$ cat src/rtl/pwm_fault_pkg.sv
package pwm_fault_pkg;

  typedef enum logic {
    REL_AUTO   = 1'b0,
    REL_MANUAL = 1'b1
  } rel_mode_e;

  // Pin level for a channel given the raw active-high value and polarity.
  function automatic logic pin_level(input logic active, input logic pos);
    return pos ? active : ~active;
  endfunction

endpackage

$ cat src/rtl/fault_sync.sv
module fault_sync #(
  parameter int STAGES = 2
) (
  input  logic clk,
  input  logic rst_n,
  input  logic d,
  output logic q
);
  logic [STAGES-1:0] shreg;
  logic [STAGES-1:0] shreg_nxt;

  always_comb begin
    shreg_nxt = {shreg[STAGES-2:0], d};
  end

  always_ff @(posedge clk or negedge rst_n) begin
    if (!rst_n) shreg <= '0;
    else        shreg <= shreg_nxt;
  end

  assign q = shreg[STAGES-1];
endmodule

$ cat src/rtl/fault_latch.sv
module fault_latch (
  input  logic clk,
  input  logic rst_n,
  input  logic fault_s,
  input  logic flag_clr,
  input  logic irq_en,
  output logic flag,
  output logic irq
);
  logic flag_nxt;
  logic flag_en;

  always_comb begin
    flag_en  = fault_s | flag_clr;
    flag_nxt = flag;
    if (fault_s)       flag_nxt = 1'b1;
    else if (flag_clr) flag_nxt = 1'b0;
  end

  always_ff @(posedge clk or negedge rst_n) begin
    if (!rst_n)       flag <= 1'b0;
    else if (flag_en) flag <= flag_nxt;
  end

  assign irq = flag & irq_en;
endmodule

$ cat src/rtl/chan_gate.sv
module chan_gate
  import pwm_fault_pkg::*;
(
  input  logic clk,
  input  logic rst_n,
  input  logic req,
  input  logic period_end,
  input  logic pwm_raw,
  input  logic pol_pos,
  output logic pwm_pin,
  output logic blocked
);
  logic blk_nxt;
  logic blk_en;
  logic forced;

  always_comb begin
    blk_en  = req | period_end;
    blk_nxt = req;
  end

  always_ff @(posedge clk or negedge rst_n) begin
    if (!rst_n)      blocked <= 1'b0;
    else if (blk_en) blocked <= blk_nxt;
  end

  always_comb begin
    forced  = req | blocked;
    pwm_pin = pin_level(forced ? 1'b0 : pwm_raw, pol_pos);
  end
endmodule

$ cat src/rtl/pwm_fault_gate.sv
module pwm_fault_gate
  import pwm_fault_pkg::*;
#(
  parameter int NCH       = 4,
  parameter int SYNC_STGS = 2
) (
  input  logic           clk,
  input  logic           rst_n,
  input  logic           fault_pin,
  input  logic           dis0,
  input  logic           dis1,
  input  logic [NCH-1:0] fault_map,
  input  logic [NCH-1:0] dis0_map,
  input  logic [NCH-1:0] dis1_map,
  input  logic           manual_mode,
  input  logic           flag_clr,
  input  logic           irq_en,
  input  logic           period_end,
  input  logic [NCH-1:0] pwm_in,
  input  logic [NCH-1:0] pol_pos,
  output logic [NCH-1:0] pwm_out,
  output logic           fault_flag,
  output logic           irq
);
  logic           fault_s;
  logic           fault_req;
  rel_mode_e      rel_mode;
  logic [NCH-1:0] chan_req;
  logic [NCH-1:0] chan_blk;

  fault_sync #(.STAGES(SYNC_STGS)) u_sync (
    .clk   (clk),
    .rst_n (rst_n),
    .d     (fault_pin),
    .q     (fault_s)
  );

  fault_latch u_latch (
    .clk      (clk),
    .rst_n    (rst_n),
    .fault_s  (fault_s),
    .flag_clr (flag_clr),
    .irq_en   (irq_en),
    .flag     (fault_flag),
    .irq      (irq)
  );

  always_comb begin
    rel_mode  = rel_mode_e'(manual_mode);
    fault_req = fault_s | ((rel_mode == REL_MANUAL) & fault_flag);
    chan_req  = ({NCH{fault_req}} & fault_map)
              | ({NCH{dis0}} & dis0_map)
              | ({NCH{dis1}} & dis1_map);
  end

  for (genvar g = 0; g < NCH; g++) begin : g_ch
    chan_gate u_gate (
      .clk        (clk),
      .rst_n      (rst_n),
      .req        (chan_req[g]),
      .period_end (period_end),
      .pwm_raw    (pwm_in[g]),
      .pol_pos    (pol_pos[g]),
      .pwm_pin    (pwm_out[g]),
      .blocked    (chan_blk[g])
    );
  end
endmodule

$ cat config.mk
export PLATFORM = sky130hd
export DESIGN_NAME = pwm_fault_gate
export DESIGN_NICKNAME = d
export VERILOG_FILES = /design/src/rtl/pwm_fault_pkg.sv /design/src/rtl/fault_sync.sv /design/src/rtl/fault_latch.sv /design/src/rtl/chan_gate.sv /design/src/rtl/pwm_fault_gate.sv
export SDC_FILE = /design/constraint.sdc
export NUM_CORES = 1
export LEC_CHECK = 0
export ABC_AREA = 1
export CORE_MARGIN = 3
export CORE_UTILIZATION = 36
export CTS_BUF_LIST = sky130_fd_sc_hd__clkbuf_16
export CTS_CLUSTER_DIAMETER = 80
export DETAILED_ROUTE_END_ITERATION = 16
export HOLD_SLACK_MARGIN = 0.12
export PLACE_DENSITY = 0.82
export RECOVER_POWER = 100
export SLEW_MARGIN = 20
export SYNTH_ARGS = -nofsm -noshare
export SYNTH_HDL_FRONTEND = slang
export SYNTH_SLANG_ARGS = --single-unit
$ cat constraint.sdc
create_clock -name clk -period 3.12 [get_ports clk]
set_input_delay 0.624 -clock clk [delete_from_list [all_inputs] [get_ports clk]]
set_output_delay 0.624 -clock clk [all_outputs]
set_load 0.02 [all_outputs]
==> results of run 1 <==
final cells by class:
cell class              instances  area (um^2)  area share, %
inverters                      19         71.3           7.76
flip-flops and latches          7          175           19.0
clock inverters                 1         3.75          0.408
well taps                      14         17.5           1.90
clock buffers                   3         75.1           8.16
multi-input cells              44          236           25.7
repair buffers                 34          340           37.0
critical path: stages:
cell	delay [ps]
dlygate4sd3_1	600
nand2_1	90
nand2_1	50
inv_1	110
nand4_1	100
nand2_1	70
clkdlybuf4s50_1	590
cell families after synthesis:
family / share of synthesized area [%]
and+or+nand+nor: 39.3
buffers and inverters: 19.8
DFF: 34.1
AOI/OAI and AO/OA: 6.83
state kept, by name (all words and copies together) (netlist names):
signal               flops
g_ch.u_gate.blocked      4
u_latch.flag             1
u_sync.shreg             2
power breakdown:
group	total (mW)	switching [mW]	internal, mW
Clock	0.211	0.0450	0.166
Combinational	0.0900	0.0397	0.0503
Sequential	0.102	0.00356	0.0980
Total	0.403	0.0882	0.315
stage by stage:
stage | std cells | hold slack [ps]
after floorplan | 74 | 328
after global placement | 118 | 332
after detailed placement | 118 | 335
after CTS | 122 | 342
after global routing | 122 | 362
final | 122 | 341
synthesized netlist by cell type:
cell      instances
nand2_1          21
buf_4             4
dfrtp_1           7
nor2_1            4
nand2_4           1
nand3_2           4
nand2_2           5
o211ai_1          4
inv_1            19
nand4_1           4
o21ai_0           1
worst paths after layout:
check,startpoint,endpoint,slack [ps]
min in group asynchronous,rst_n,g_ch[2].u_gate.blocked$_DFFE_PN0P_,730
worst max register to register,u_latch.flag$_DFFE_PN0P_,g_ch[1].u_gate.blocked$_DFFE_PN0P_,2240
worst min register to register,u_sync.shreg[0]$_DFF_PN0_,u_sync.shreg[1]$_DFF_PN0_,340
max in group asynchronous,rst_n,u_latch.flag$_DFFE_PN0P_,2160
worst min-delay path,u_sync.shreg[0]$_DFF_PN0_,u_sync.shreg[1]$_DFF_PN0_,340
worst max-delay path,dis1,pwm_out[1],250
metal layers:
metal  wire, um  up-vias  GRT usage, %
met5          0        -             0
met4          0        0          7.23
li1           -      292             -
met1        527      245          19.5
met2        679       28          24.1
met3        111        0          4.98
==> impl_metrics.json, run 1 <==
{
  "grt_pass1_vias": 540,
  "setup_viol_count_final": 0,
  "hold_class": "register to register",
  "synth_top_area_share_pct": 34.1,
  "start_util_pct": 42.2,
  "yosysWarnings": 0,
  "cts_sinks": 7,
  "final_cell_mix": "clkdlybuf4s50_1, nand2_1, inv_1, dfrtp_1, dlygate4sd3_1",
  "vdd_ir_drop_max_mv": 0.440,
  "fmax_ghz": 0.349,
  "grt_antenna_before_repair": 0,
  "ys_ff_latch": 7,
  "ant_nets": 0,
  "fin_skew_ps": 1.60,
  "fp.dieW_um": 43.8,
  "holdPathStages": 0,
  "cts_max_level": 1,
  "worst_slew_pin_slew_ps": 315,
  "drt-total-wl_um": 1320,
  "worstSkewPairLatency_ps": 230,
  "yosys-top-cells-area": "dfrtp_1, nand2_1, inv_1, nand3_2, nand2_2",
  "die_y_um": 43.8,
  "area_delta_synth_final_pct": 79.3,
  "min_period_ps": 2870,
  "maxCapViolCount": 0,
  "cts_buffers": 3,
  "dr.pass1.iters": 4,
  "die-area_um2": 1910,
  "critPathRequiredTime_ps": 2500,
  "dp_slack_ps": 368,
  "path_clk_slew_ps": 30,
  "synth_cells": 74,
  "critical_path.max_fanout": 4,
  "drc_errors": 0,
  "timing.final.crit_share_pct": 91.9,
  "cp-start-kind": "primary input",
  "grt_first_pass_wirelength_um": 2260,
  "row_count": 12,
  "grt_setup_unrepaired": "false",
  "slew_viol_final": 0,
  "final.setup.worst_slack_ps": 252,
  "clk_path_buf_depth": 2,
  "root_buffer": "clkbuf_16",
  "fin_nets": 138,
  "detail_route.wl_per_cell_um": 10.8,
  "utilization_pct": 75.6,
  "synth-seq-area-share_pct": 34.1,
  "ff2ff_path_depth": 4,
  "fillers": 87,
  "power_density_nw_per_um2": 438,
  "drt-vias-per-instance": 4.63,
  "hold_viol": 0,
  "dp_hpwl_um": 1090,
  "syn_avg_cell_area_um2": 6.93,
  "postCtsHoldBufs": 0,
  "power.leakage_nw": 0.472,
  "drive_gt1_share_pct": 12.0,
  "io_buffer_count": 34,
  "ys_types": 11,
  "end_kind": "output port",
  "placed_area_um2": 841,
  "place_congestion": 0.789,
  "power.total_mw": 0.403,
  "num_io_pins": 35,
  "drtIter0Drc": 5,
  "mappedNetlistArea_um2": 513,
  "fin_area_um2": 920,
  "fin_tns_setup_ps": 0,
  "grt_usage_pct": 15.6,
  "routed-via-count": 565,
  "yosys.area.top_type": "dfrtp_1",
  "cp.arrival_ps": 2240,
  "syn_nets": 103,
  "core_um2": 1220,
  "num_antenna_cells": 0,
  "status": "finished clean",
  "setup.worst_path.class": "primary input to output port",
  "final_common_cell": "clkdlybuf4s50_1",
  "maxSlewHeadroom_pct": 79.0,
  "overflow": 0,
  "cts_setup_buffers": 0,
  "cts_tree": "built",
  "cts.repair.resized": 0,
  "grt_max_degree": 8
}
No activity file was read; power rests on OpenSTA's default activity.
==> inputs of run 2 (changes only) <==
Settings changed: ABC_CLOCK_PERIOD_IN_PS set to 2710, CORE_UTILIZATION 36 to 34, MAX_ROUTING_LAYER set to met4, PLACE_DENSITY 0.82 to 0.78.
Clock period 3.12 ns to 2.71 ns, I/O delays scaled along.
==> run 2 against run 1 <==
Effect of this change:
- non-clock buffer count is the same
- sequential cell count is the same
- critical path depth grew 1
- register-to-register slack lost 480 ps
- setup slack lost 130 ps
- die area grew 5.1%
- count of clock-buffer cells in the layout is the same
- final cell count grew 0.82%
- worst hold slack gained 3.6 ps
- critical path type unchanged
- highest routed layer is now met4
==> impl_metrics.json, run 2 (synthesis results as in run 1) <==
{
  "cts.repair.resized": 0,
  "io_buffer_count": 34,
  "cts_tree": "built",
  "cts_sinks": 7,
  "power.leakage_nw": 0.472,
  "area_delta_synth_final_pct": 79.0,
  "power.total_mw": 0.466,
  "dr.pass1.iters": 3,
  "final_common_cell": "clkdlybuf4s50_1",
  "maxSlewHeadroom_pct": 79.4,
  "drt-total-wl_um": 1350,
  "grt_first_pass_wirelength_um": 2100,
  "slew_viol_final": 0,
  "largest_reg_flops": 4,
  "min_period_ps": 2590,
  "fin_cells": 123,
  "fin_nets": 138,
  "fp.dieW_um": 44.8,
  "grt_antenna_before_repair": 0,
  "maxCapViolCount": 0,
  "cts_setup_buffers": 0,
  "routed-via-count": 558,
  "path_clk_slew_ps": 30,
  "placed_area_um2": 842,
  "fin_area_um2": 918,
  "row_count": 13,
  "status": "finished clean",
  "cp.buffers_inverters": 2,
  "start_util_pct": 38.0,
  "fin_tns_setup_ps": 0,
  "crit_family": "buffers and inverters",
  "cp-start-kind": "primary input",
  "fin_skew_ps": 2.61,
  "num_antenna_cells": 0,
  "postCtsHoldBufs": 0,
  "hold_viol": 0,
  "grtUsageMet1_pct": 13.6,
  "drt-vias-per-instance": 4.54,
  "dp_hpwl_um": 1100,
  "num_io_pins": 35,
  "cts_buffers": 3,
  "dp.cells": 119,
  "grt_pass1_vias": 530,
  "vdd_ir_drop_max_mv": 0.515,
  "die_y_um": 44.8,
  "detail_route.wl_per_cell_um": 11.0,
  "grtUsageMet2_pct": 26.6,
  "setup.worst_path.class": "primary input to output port",
  "timing.final.crit_share_pct": 95.7,
  "cp_cell_sequence": "clkdlybuf4s50_1 -> nand2_2 -> nand2_4 -> nand2_1 -> nand3_2 -> nand2_1 -> nand2_1 -> clkdlybuf4s50_1",
  "ant_nets": 0,
  "die-area_um2": 2010,
  "drtIter0Drc": 2,
  "cp.arrival_ps": 2050,
  "fmax_ghz": 0.386,
  "reg_top3": "g_ch.u_gate.blocked (4), u_sync.shreg (2), u_latch.flag (1)",
  "grt_usage_pct": 15.0,
  "end_kind": "output port",
  "root_buffer": "clkbuf_16",
  "clk_path_buf_depth": 2,
  "critical_path.max_fanout": 4,
  "core_um2": 1350,
  "cts_max_level": 1,
  "crit_top_cell": "nand2_1",
  "hold_class": "register to register",
  "regMostFlops": "g_ch.u_gate.blocked",
  "overflow": 0,
  "worstSkewPairLatency_ps": 230,
  "setup_viol_count_final": 0,
  "drive_gt1_share_pct": 11.1,
  "hold_ws_ps": 345,
  "globalRouteMet3Util_pct": 5.18,
  "max_stage_delay_ps": 590,
  "fillers": 114,
  "critPathRequiredTime_ps": 2170,
  "grt_setup_unrepaired": "false",
  "grt_max_degree": 8,
  "cp_slowest_cell": "clkdlybuf4s50_1",
  "worst_slew_pin_slew_ps": 308,
  "grt-busiest-layer": "met2",
  "place_congestion": 0.719,
  "power_density_nw_per_um2": 508,
  "drc_errors": 0,
  "final_cell_mix": "clkdlybuf4s50_1, nand2_1, inv_1, dfrtp_1, dlygate4sd3_1"
}
run 2: final cells by class:
cell class / count / area, um^2 / share of cell area [%]
inverter: 19 / 71.3 / 7.77
clock inverter: 1 / 3.75 / 0.409
timing repair buffer: 34 / 340 / 37.1
clock buffer: 3 / 75.1 / 8.17
sequential: 7 / 175 / 19.1
tap: 15 / 18.8 / 2.04
multi-input combinational: 44 / 234 / 25.5
run 2: layer usage:
metal	vias to the layer above	routed length (um)	part of all wire, %
met2	18	705	52
met5	-	0	0
met1	247	513	38
li1	287	-	-
met3	6	93	6.9
met4	0	35	2.6
run 2: path summary, 6_finish.rpt:
kind	from	end	slack, ps	cells after the start
worst min register to register	u_sync.shreg[0]$_DFF_PN0_	u_sync.shreg[1]$_DFF_PN0_	340	0
worst max-delay path	manual_mode	pwm_out[0]	120	8
min in group asynchronous	rst_n	u_latch.flag$_DFFE_PN0P_	640	1
max in group asynchronous	rst_n	g_ch[2].u_gate.blocked$_DFFE_PN0P_	1840	1
worst min-delay path	u_sync.shreg[0]$_DFF_PN0_	u_sync.shreg[1]$_DFF_PN0_	340	0
worst max register to register	u_latch.flag$_DFFE_PN0P_	g_ch[0].u_gate.blocked$_DFFE_PN0P_	1760	4
run 2: per-stage QoR:
| step | worst slack (ps) | utilization (%) |
|---|---|---|
| floorplan | 1140 | - |
| global placement | 162 | 62.4 |
| detailed placement | 143 | 62.4 |
| CTS | 125 | 68.2 |
| global route | 49.9 | 68.0 |
| finish | 118 | 68.0 |
run 2: where the power goes:
part	internal [mW]	total (mW)	switching [mW]	leakage [nW]
clock network	0.192	0.246	0.0544	0.0423
logic	0.0580	0.103	0.0452	0.355
registers	0.113	0.117	0.00416	0.0748
